[src/rtl/burst_stat_pkg.sv]
package burst_stat_pkg;

   typedef enum logic [1:0] {
      ST_IDLE    = 2'd0,
      ST_CAPTURE = 2'd1,
      ST_DONE    = 2'd2
   } seq_state_t;

   // Comparator direction for an extreme tracker
   typedef enum logic {
      EXT_MIN = 1'b0,
      EXT_MAX = 1'b1
   } ext_kind_t;

endpackage

[src/rtl/stat_seq_ctrl.sv]
module stat_seq_ctrl
   import burst_stat_pkg::*;
#(
   parameter int SAMPLES_LOG2 = 3
) (
   input  logic                  clk_i,
   input  logic                  rst_i,
   output logic                  take_o,
   output logic                  first_o,
   output logic                  finish_o,
   output seq_state_t            state_o,
   output logic [SAMPLES_LOG2:0] cnt_o
);
   localparam int CNT_W   = SAMPLES_LOG2 + 1;
   localparam int SAMPLES = 1 << SAMPLES_LOG2;
   localparam logic [CNT_W-1:0] CNT_FULL = CNT_W'(SAMPLES);

   seq_state_t       state_q, state_d;
   logic [CNT_W-1:0] cnt_q, cnt_d;

   always_comb begin
      state_d  = state_q;
      cnt_d    = cnt_q;
      take_o   = 1'b0;
      first_o  = 1'b0;
      finish_o = 1'b0;
      if (rst_i) begin
         state_d = ST_IDLE;
         cnt_d   = '0;
      end else begin
         unique case (state_q)
            ST_IDLE: begin
               take_o  = 1'b1;
               first_o = 1'b1;
               cnt_d   = CNT_W'(1);
               state_d = ST_CAPTURE;
            end
            ST_CAPTURE: begin
               if (cnt_q == CNT_FULL) begin
                  finish_o = 1'b1;
                  state_d  = ST_DONE;
               end else begin
                  take_o = 1'b1;
                  cnt_d  = cnt_q + CNT_W'(1);
               end
            end
            ST_DONE: state_d = ST_DONE;
            default: state_d = ST_DONE;
         endcase
      end
   end

   always_ff @(posedge clk_i) begin
      state_q <= state_d;
      cnt_q   <= cnt_d;
   end

   assign state_o = state_q;
   assign cnt_o   = cnt_q;

   AST_CNT_RANGE: assert property (@(posedge clk_i) disable iff (rst_i)
      cnt_q <= CNT_FULL);
   AST_DONE_STICKY: assert property (@(posedge clk_i) disable iff (rst_i)
      (state_q == ST_DONE) |=> (state_q == ST_DONE));
   AST_RST_IDLE: assert property (@(posedge clk_i)
      rst_i |=> (state_q == ST_IDLE && cnt_q == '0));

endmodule

[src/rtl/stat_accum.sv]
module stat_accum #(
   parameter int DATA_W       = 8,
   parameter int SAMPLES_LOG2 = 3
) (
   input  logic                           clk_i,
   input  logic                           clr_i,
   input  logic                           add_i,
   input  logic [DATA_W-1:0]              din_i,
   output logic [DATA_W+SAMPLES_LOG2-1:0] sum_o
);
   localparam int SUM_W = DATA_W + SAMPLES_LOG2;

   logic [SUM_W-1:0] sum_q;

   always_ff @(posedge clk_i) begin
      if (clr_i)      sum_q <= '0;
      else if (add_i) sum_q <= sum_q + SUM_W'(din_i);
   end

   assign sum_o = sum_q;

   AST_NO_OVERFLOW: assert property (@(posedge clk_i) disable iff (clr_i)
      add_i |=> (sum_q >= $past(sum_q)));

endmodule

[src/rtl/stat_extreme.sv]
module stat_extreme
   import burst_stat_pkg::*;
#(
   parameter int        DATA_W = 8,
   parameter ext_kind_t KIND   = EXT_MAX
) (
   input  logic              clk_i,
   input  logic              clr_i,
   input  logic              first_i,
   input  logic              upd_i,
   input  logic [DATA_W-1:0] din_i,
   output logic [DATA_W-1:0] val_o
);
   logic [DATA_W-1:0] val_q;
   logic              wins;

   generate
      if (KIND == EXT_MAX) begin : g_max
         assign wins = din_i > val_q;
      end else begin : g_min
         assign wins = din_i < val_q;
      end
   endgenerate

   always_ff @(posedge clk_i) begin
      if (clr_i)             val_q <= '0;
      else if (first_i)      val_q <= din_i;
      else if (upd_i && wins) val_q <= din_i;
   end

   assign val_o = val_q;

   AST_FIRST_SEED: assert property (@(posedge clk_i) disable iff (clr_i)
      first_i |=> (val_q == $past(din_i)));

endmodule

[src/rtl/stat_result.sv]
module stat_result #(
   parameter int DATA_W       = 8,
   parameter int SAMPLES_LOG2 = 3
) (
   input  logic                           clk_i,
   input  logic                           clr_i,
   input  logic                           load_i,
   input  logic [DATA_W+SAMPLES_LOG2-1:0] sum_i,
   input  logic [DATA_W-1:0]              max_i,
   input  logic [DATA_W-1:0]              min_i,
   output logic [DATA_W-1:0]              mean_o,
   output logic [DATA_W-1:0]              mid_o,
   output logic                           valid_o
);
   localparam int SUM_W = DATA_W + SAMPLES_LOG2;
   localparam int TOT_W = DATA_W + 1;

   logic [TOT_W-1:0]  span_tot;
   logic [DATA_W-1:0] mean_q, mid_q;
   logic              valid_q;

   assign span_tot = TOT_W'(max_i) + TOT_W'(min_i);

   always_ff @(posedge clk_i) begin
      if (clr_i) begin
         mean_q  <= '0;
         mid_q   <= '0;
         valid_q <= 1'b0;
      end else begin
         valid_q <= load_i;
         if (load_i) begin
            mean_q <= sum_i[SUM_W-1:SAMPLES_LOG2];
            mid_q  <= span_tot[TOT_W-1:1];
         end
      end
   end

   assign mean_o  = mean_q;
   assign mid_o   = mid_q;
   assign valid_o = valid_q;

   AST_VALID_PULSE: assert property (@(posedge clk_i) disable iff (clr_i)
      valid_q |=> !valid_q);
   AST_RESULT_HOLD: assert property (@(posedge clk_i) disable iff (clr_i)
      !load_i |=> ($stable(mean_q) && $stable(mid_q)));

endmodule

[src/rtl/burst_avg_midrange.sv]
module burst_avg_midrange
   import burst_stat_pkg::*;
#(
   parameter int DATA_W       = 8,
   parameter int SAMPLES_LOG2 = 3
) (
   input  logic              clk_i,
   input  logic              rst_i,
   input  logic [DATA_W-1:0] din_i,
   output logic [DATA_W-1:0] mean_o,
   output logic [DATA_W-1:0] mid_o,
   output logic              valid_o
);
   localparam int SUM_W = DATA_W + SAMPLES_LOG2;
   localparam int CNT_W = SAMPLES_LOG2 + 1;

   generate
      if (DATA_W < 2) begin : g_bad_width
         $error("burst_avg_midrange: DATA_W must be at least 2");
      end
      if (SAMPLES_LOG2 < 1 || SAMPLES_LOG2 > 8) begin : g_bad_len
         $error("burst_avg_midrange: SAMPLES_LOG2 must be 1..8");
      end
   endgenerate

   logic              take, first, finish;
   seq_state_t        state;
   logic [CNT_W-1:0]  cnt;
   logic [SUM_W-1:0]  sum;
   logic [DATA_W-1:0] ext_val [2];

   stat_seq_ctrl #(.SAMPLES_LOG2(SAMPLES_LOG2)) u_ctrl (
      .clk_i    (clk_i),
      .rst_i    (rst_i),
      .take_o   (take),
      .first_o  (first),
      .finish_o (finish),
      .state_o  (state),
      .cnt_o    (cnt)
   );

   stat_accum #(.DATA_W(DATA_W), .SAMPLES_LOG2(SAMPLES_LOG2)) u_accum (
      .clk_i (clk_i),
      .clr_i (rst_i),
      .add_i (take),
      .din_i (din_i),
      .sum_o (sum)
   );

   // index 0 tracks the minimum, index 1 the maximum
   generate
      for (genvar g = 0; g < 2; g++) begin : g_ext
         stat_extreme #(
            .DATA_W (DATA_W),
            .KIND   ((g == 1) ? EXT_MAX : EXT_MIN)
         ) u_ext (
            .clk_i   (clk_i),
            .clr_i   (rst_i),
            .first_i (first),
            .upd_i   (take),
            .din_i   (din_i),
            .val_o   (ext_val[g])
         );
      end
   endgenerate

   stat_result #(.DATA_W(DATA_W), .SAMPLES_LOG2(SAMPLES_LOG2)) u_result (
      .clk_i   (clk_i),
      .clr_i   (rst_i),
      .load_i  (finish),
      .sum_i   (sum),
      .max_i   (ext_val[1]),
      .min_i   (ext_val[0]),
      .mean_o  (mean_o),
      .mid_o   (mid_o),
      .valid_o (valid_o)
   );

   AST_RST_CLEAR: assert property (@(posedge clk_i)
      rst_i |=> (mean_o == '0 && mid_o == '0 && !valid_o));
   AST_MIN_LE_MAX: assert property (@(posedge clk_i) disable iff (rst_i)
      (state != ST_IDLE && cnt != '0) |-> (ext_val[0] <= ext_val[1]));
   AST_QUIET_CAPTURE: assert property (@(posedge clk_i) disable iff (rst_i)
      (state == ST_CAPTURE) |-> (!valid_o && mean_o == '0));

endmodule

[config.mk]
export PLATFORM = sky130hd
export DESIGN_NAME = burst_avg_midrange
export DESIGN_NICKNAME = d
export VERILOG_FILES = /design/src/rtl/burst_stat_pkg.sv /design/src/rtl/stat_seq_ctrl.sv /design/src/rtl/stat_accum.sv /design/src/rtl/stat_extreme.sv /design/src/rtl/stat_result.sv /design/src/rtl/burst_avg_midrange.sv
export SDC_FILE = /design/constraint.sdc
export NUM_CORES = 1
export LEC_CHECK = 0
export ABC_AREA = 1
export BUFFER_PORTS_ARGS = -buffer_cell sky130_fd_sc_hd__buf_2
export CAP_MARGIN = 10
export CORE_MARGIN = 3
export CORE_UTILIZATION = 30
export CTS_CLUSTER_DIAMETER = 30
export DETAILED_ROUTE_END_ITERATION = 10
export REMOVE_ABC_BUFFERS = 1
export SLEW_MARGIN = 15
export SYNTH_ARGS = -nofsm -noshare
export SYNTH_HDL_FRONTEND = slang
export SYNTH_HIERARCHICAL = 1
export SYNTH_SLANG_ARGS = --single-unit
[constraint.sdc]
create_clock -name clk_i -period 5.22 [get_ports clk_i]
set_input_delay 0.783 -clock clk_i [delete_from_list [all_inputs] [get_ports clk_i]]
set_output_delay 0.783 -clock clk_i [all_outputs]
set_load 0.02 [all_outputs]
==> reports/summary.txt <==
MaxCap Viol Count = 0
commonest non-fill, non-tap cells in the layout = nand2_1, nor2_1, inv_1, dfxtp_1, nand3_1
Die X = 111.3 microns
GP Congestion = 0.8456
Starting Density = 31.53%
Peak supply drop = 0.1224 mV
Layout area overhead = 10.94%
largest net degree at the start of global routing = 23
Slew Viols, Final = 0
RSZ-0062 raised after global routing = false
Clock Latency Late Sink = 0.31 ns
post_cts resized = 0
setup_tns = 0 ns
status = finished clean
total core area = 10,560 sq um
initial drt markers = 192
most common cell after layout, fill and taps aside = nand2_1
Final setup viols = 0
CTS tree = built
final core occ = 34.98%
CTS clk-pin slew, worst paths = 0.10 ns
worst path arrival time = 2.33 ns
cells after synthesis = 474
post-layout net count = 543
critical path capture point type = flip-flop
PD cells = 304.4 nW/um^2
pre-CTS setup slack = 2.870 ns
Rows = 37
Synth area leader = dfxtp_1
#FFs+latches synth = 50
antenna cells = 0
Static Leakage = 1.928 nW
R2R Setup Slk = 3.10 ns
worst hold slack = 0.4911 ns
yosys warns = 6
dpl hpwl = 5738 microns
fin crit period = 2.117 ns
Clock Skew = 0.006228 ns
number of port buffers = 26
drt total wl = 7376 microns
initial antenna violation count = 0
max frequency = 472.3 MHz
DP Cell Count = 628
htree depth = 2
Rel. slew slack = 54.95%
post-CTS setup buffers = 0
final setup margin = 3.103 ns
DIE AREA = 12,390 sq um
Synth area leaders = dfxtp_1, ha_1, nand2_1
DRT antenna net count = 0
Longest Clk Path Bufs = 2
Pre-antenna DRT Iters = 7
Finished Cell Area = 3692 sq um
DR DRC count = 0
sequential fraction of the synthesis area = 30.08%
fin crit share = 40.56%
Avg Inst Size Synth = 7.022 sq um
number of buffers created by CTS = 5
final hold vios = 0
global-route wire length before repair = 12,790 microns
I/O pin count = 27
total vias in the final route = 2,890
Die Span Y = 111.3 microns
Mapped Area = 3328 sq um
CTS root buf = clkbuf_8
startpoint types = flip-flop
Tot Pwr = 1.124 mW
Post-CTS Hold Buffers = 0
Hold/Removal Path Class = reg -> reg
Routed wire per std cell = 11.60 microns
final std cells w/o fill = 636
share of layout cells above drive strength 1 = 18.00%
CP Data Required Time = 5.43 ns
Area after DPL = 3571 sq um
WS Path Type = reg -> reg
crit-path max FO = 22
clock net sink count = 50
Yosys cell types = 39
all-layer global routing usage = 12.39%
grt ovf = 0
vias in the first global route = 2,724
Vias per Instance = 4.544
Yosys top cell area share = 30.08%
Tightest Pin Transition = 0.6750 ns
[Yosys cell counts (all sizes together)]
cell	n
a21oi	36
clkbuf	2
nand3	41
a21o	1
nor2	79
inv	72
fa	2
dfxtp	50
o21ai	19
o211ai	2
and2	1
a211oi	1
clkinv	3
xnor2	2
nor3	2
a21boi	1
buf	8
or2	2
nand3b	1
xor2	2
and3	1
nand4	2
ha	32
nand2	112
[power breakdown]
group,internal (mW),total (mW),switching [mW]
combinational,0.141,0.377,0.236
sequential,0.417,0.448,0.0307
clock,0.158,0.299,0.141
[state kept, by name, summed over array words and instances, names as in the netlist]
name and flops:
u_result/mean_o 8, u_result/mid_o 8, g_ext.u_ext/val_o 16, u_ctrl/cnt_o 4
u_result/valid_o 1, u_accum/sum_o 11, u_ctrl/state_o 2
[final cells by class]
type                       instances  area, sq um
fill                            1146         6863
multi-input combinational        339         1971
sequential                        50         1001
inverter                          75        284.0
tap                              136        170.2
timing repair buffer              28        145.1
clock buffer                       6        82.58
clock inverter                     2        38.79
[cell families after synthesis]
| family | count (synthesis) | synth area share [%] |
|---|---|---|
| flip-flops | 50 | 30.08 |
| AND/OR/NAND/NOR | 241 | 33.68 |
| AO/OA/AOI/OAI | 60 | 11.09 |
| adder cells (fa/ha/maj) | 34 | 13.23 |
| XOR/XNOR | 4 | 1.053 |
| buffers and inverters | 85 | 10.87 |
[final timing paths]
| path | start | to | depth (start not counted) |
|---|---|---|---|
| worst min register to register | u_ctrl/cnt_o[1]$_SDFFE_PP0P_ | u_ctrl/cnt_o[1]$_SDFFE_PP0P_ | 2 |
| worst max register to register | u_ctrl/cnt_o[0]$_SDFFE_PP0P_ | g_ext[0].u_ext/val_o[0]$_SDFFE_PP0P_ | 11 |
| worst min-delay path | u_ctrl/cnt_o[1]$_SDFFE_PP0P_ | u_ctrl/cnt_o[1]$_SDFFE_PP0P_ | 2 |
| worst max-delay path | u_ctrl/cnt_o[0]$_SDFFE_PP0P_ | g_ext[0].u_ext/val_o[0]$_SDFFE_PP0P_ | 11 |
[per-layer routing]
metal	vias to the layer above	track usage (%)	share of wire, %
li1	1538	-	-
met1	1303	18.15	54
met2	45	18.38	41
met3	4	3.221	5.0
met4	0	2.433	0.52
met5	-	0	0
[critical path, stage by stage, from the launching register on]
cell and delay [ns]:
dfxtp_1 0.41, inv_1 0.07, ha_1 0.20, nand3_2 0.12, nand2_4 0.08, a21oi_1 0.12
buf_4 0.28, nand2_2 0.11, nor3_4 0.21, nand2_4 0.18, a21oi_1 0.17, nor2_1 0.06
Note: power is estimated with default switching activity, not from simulation.
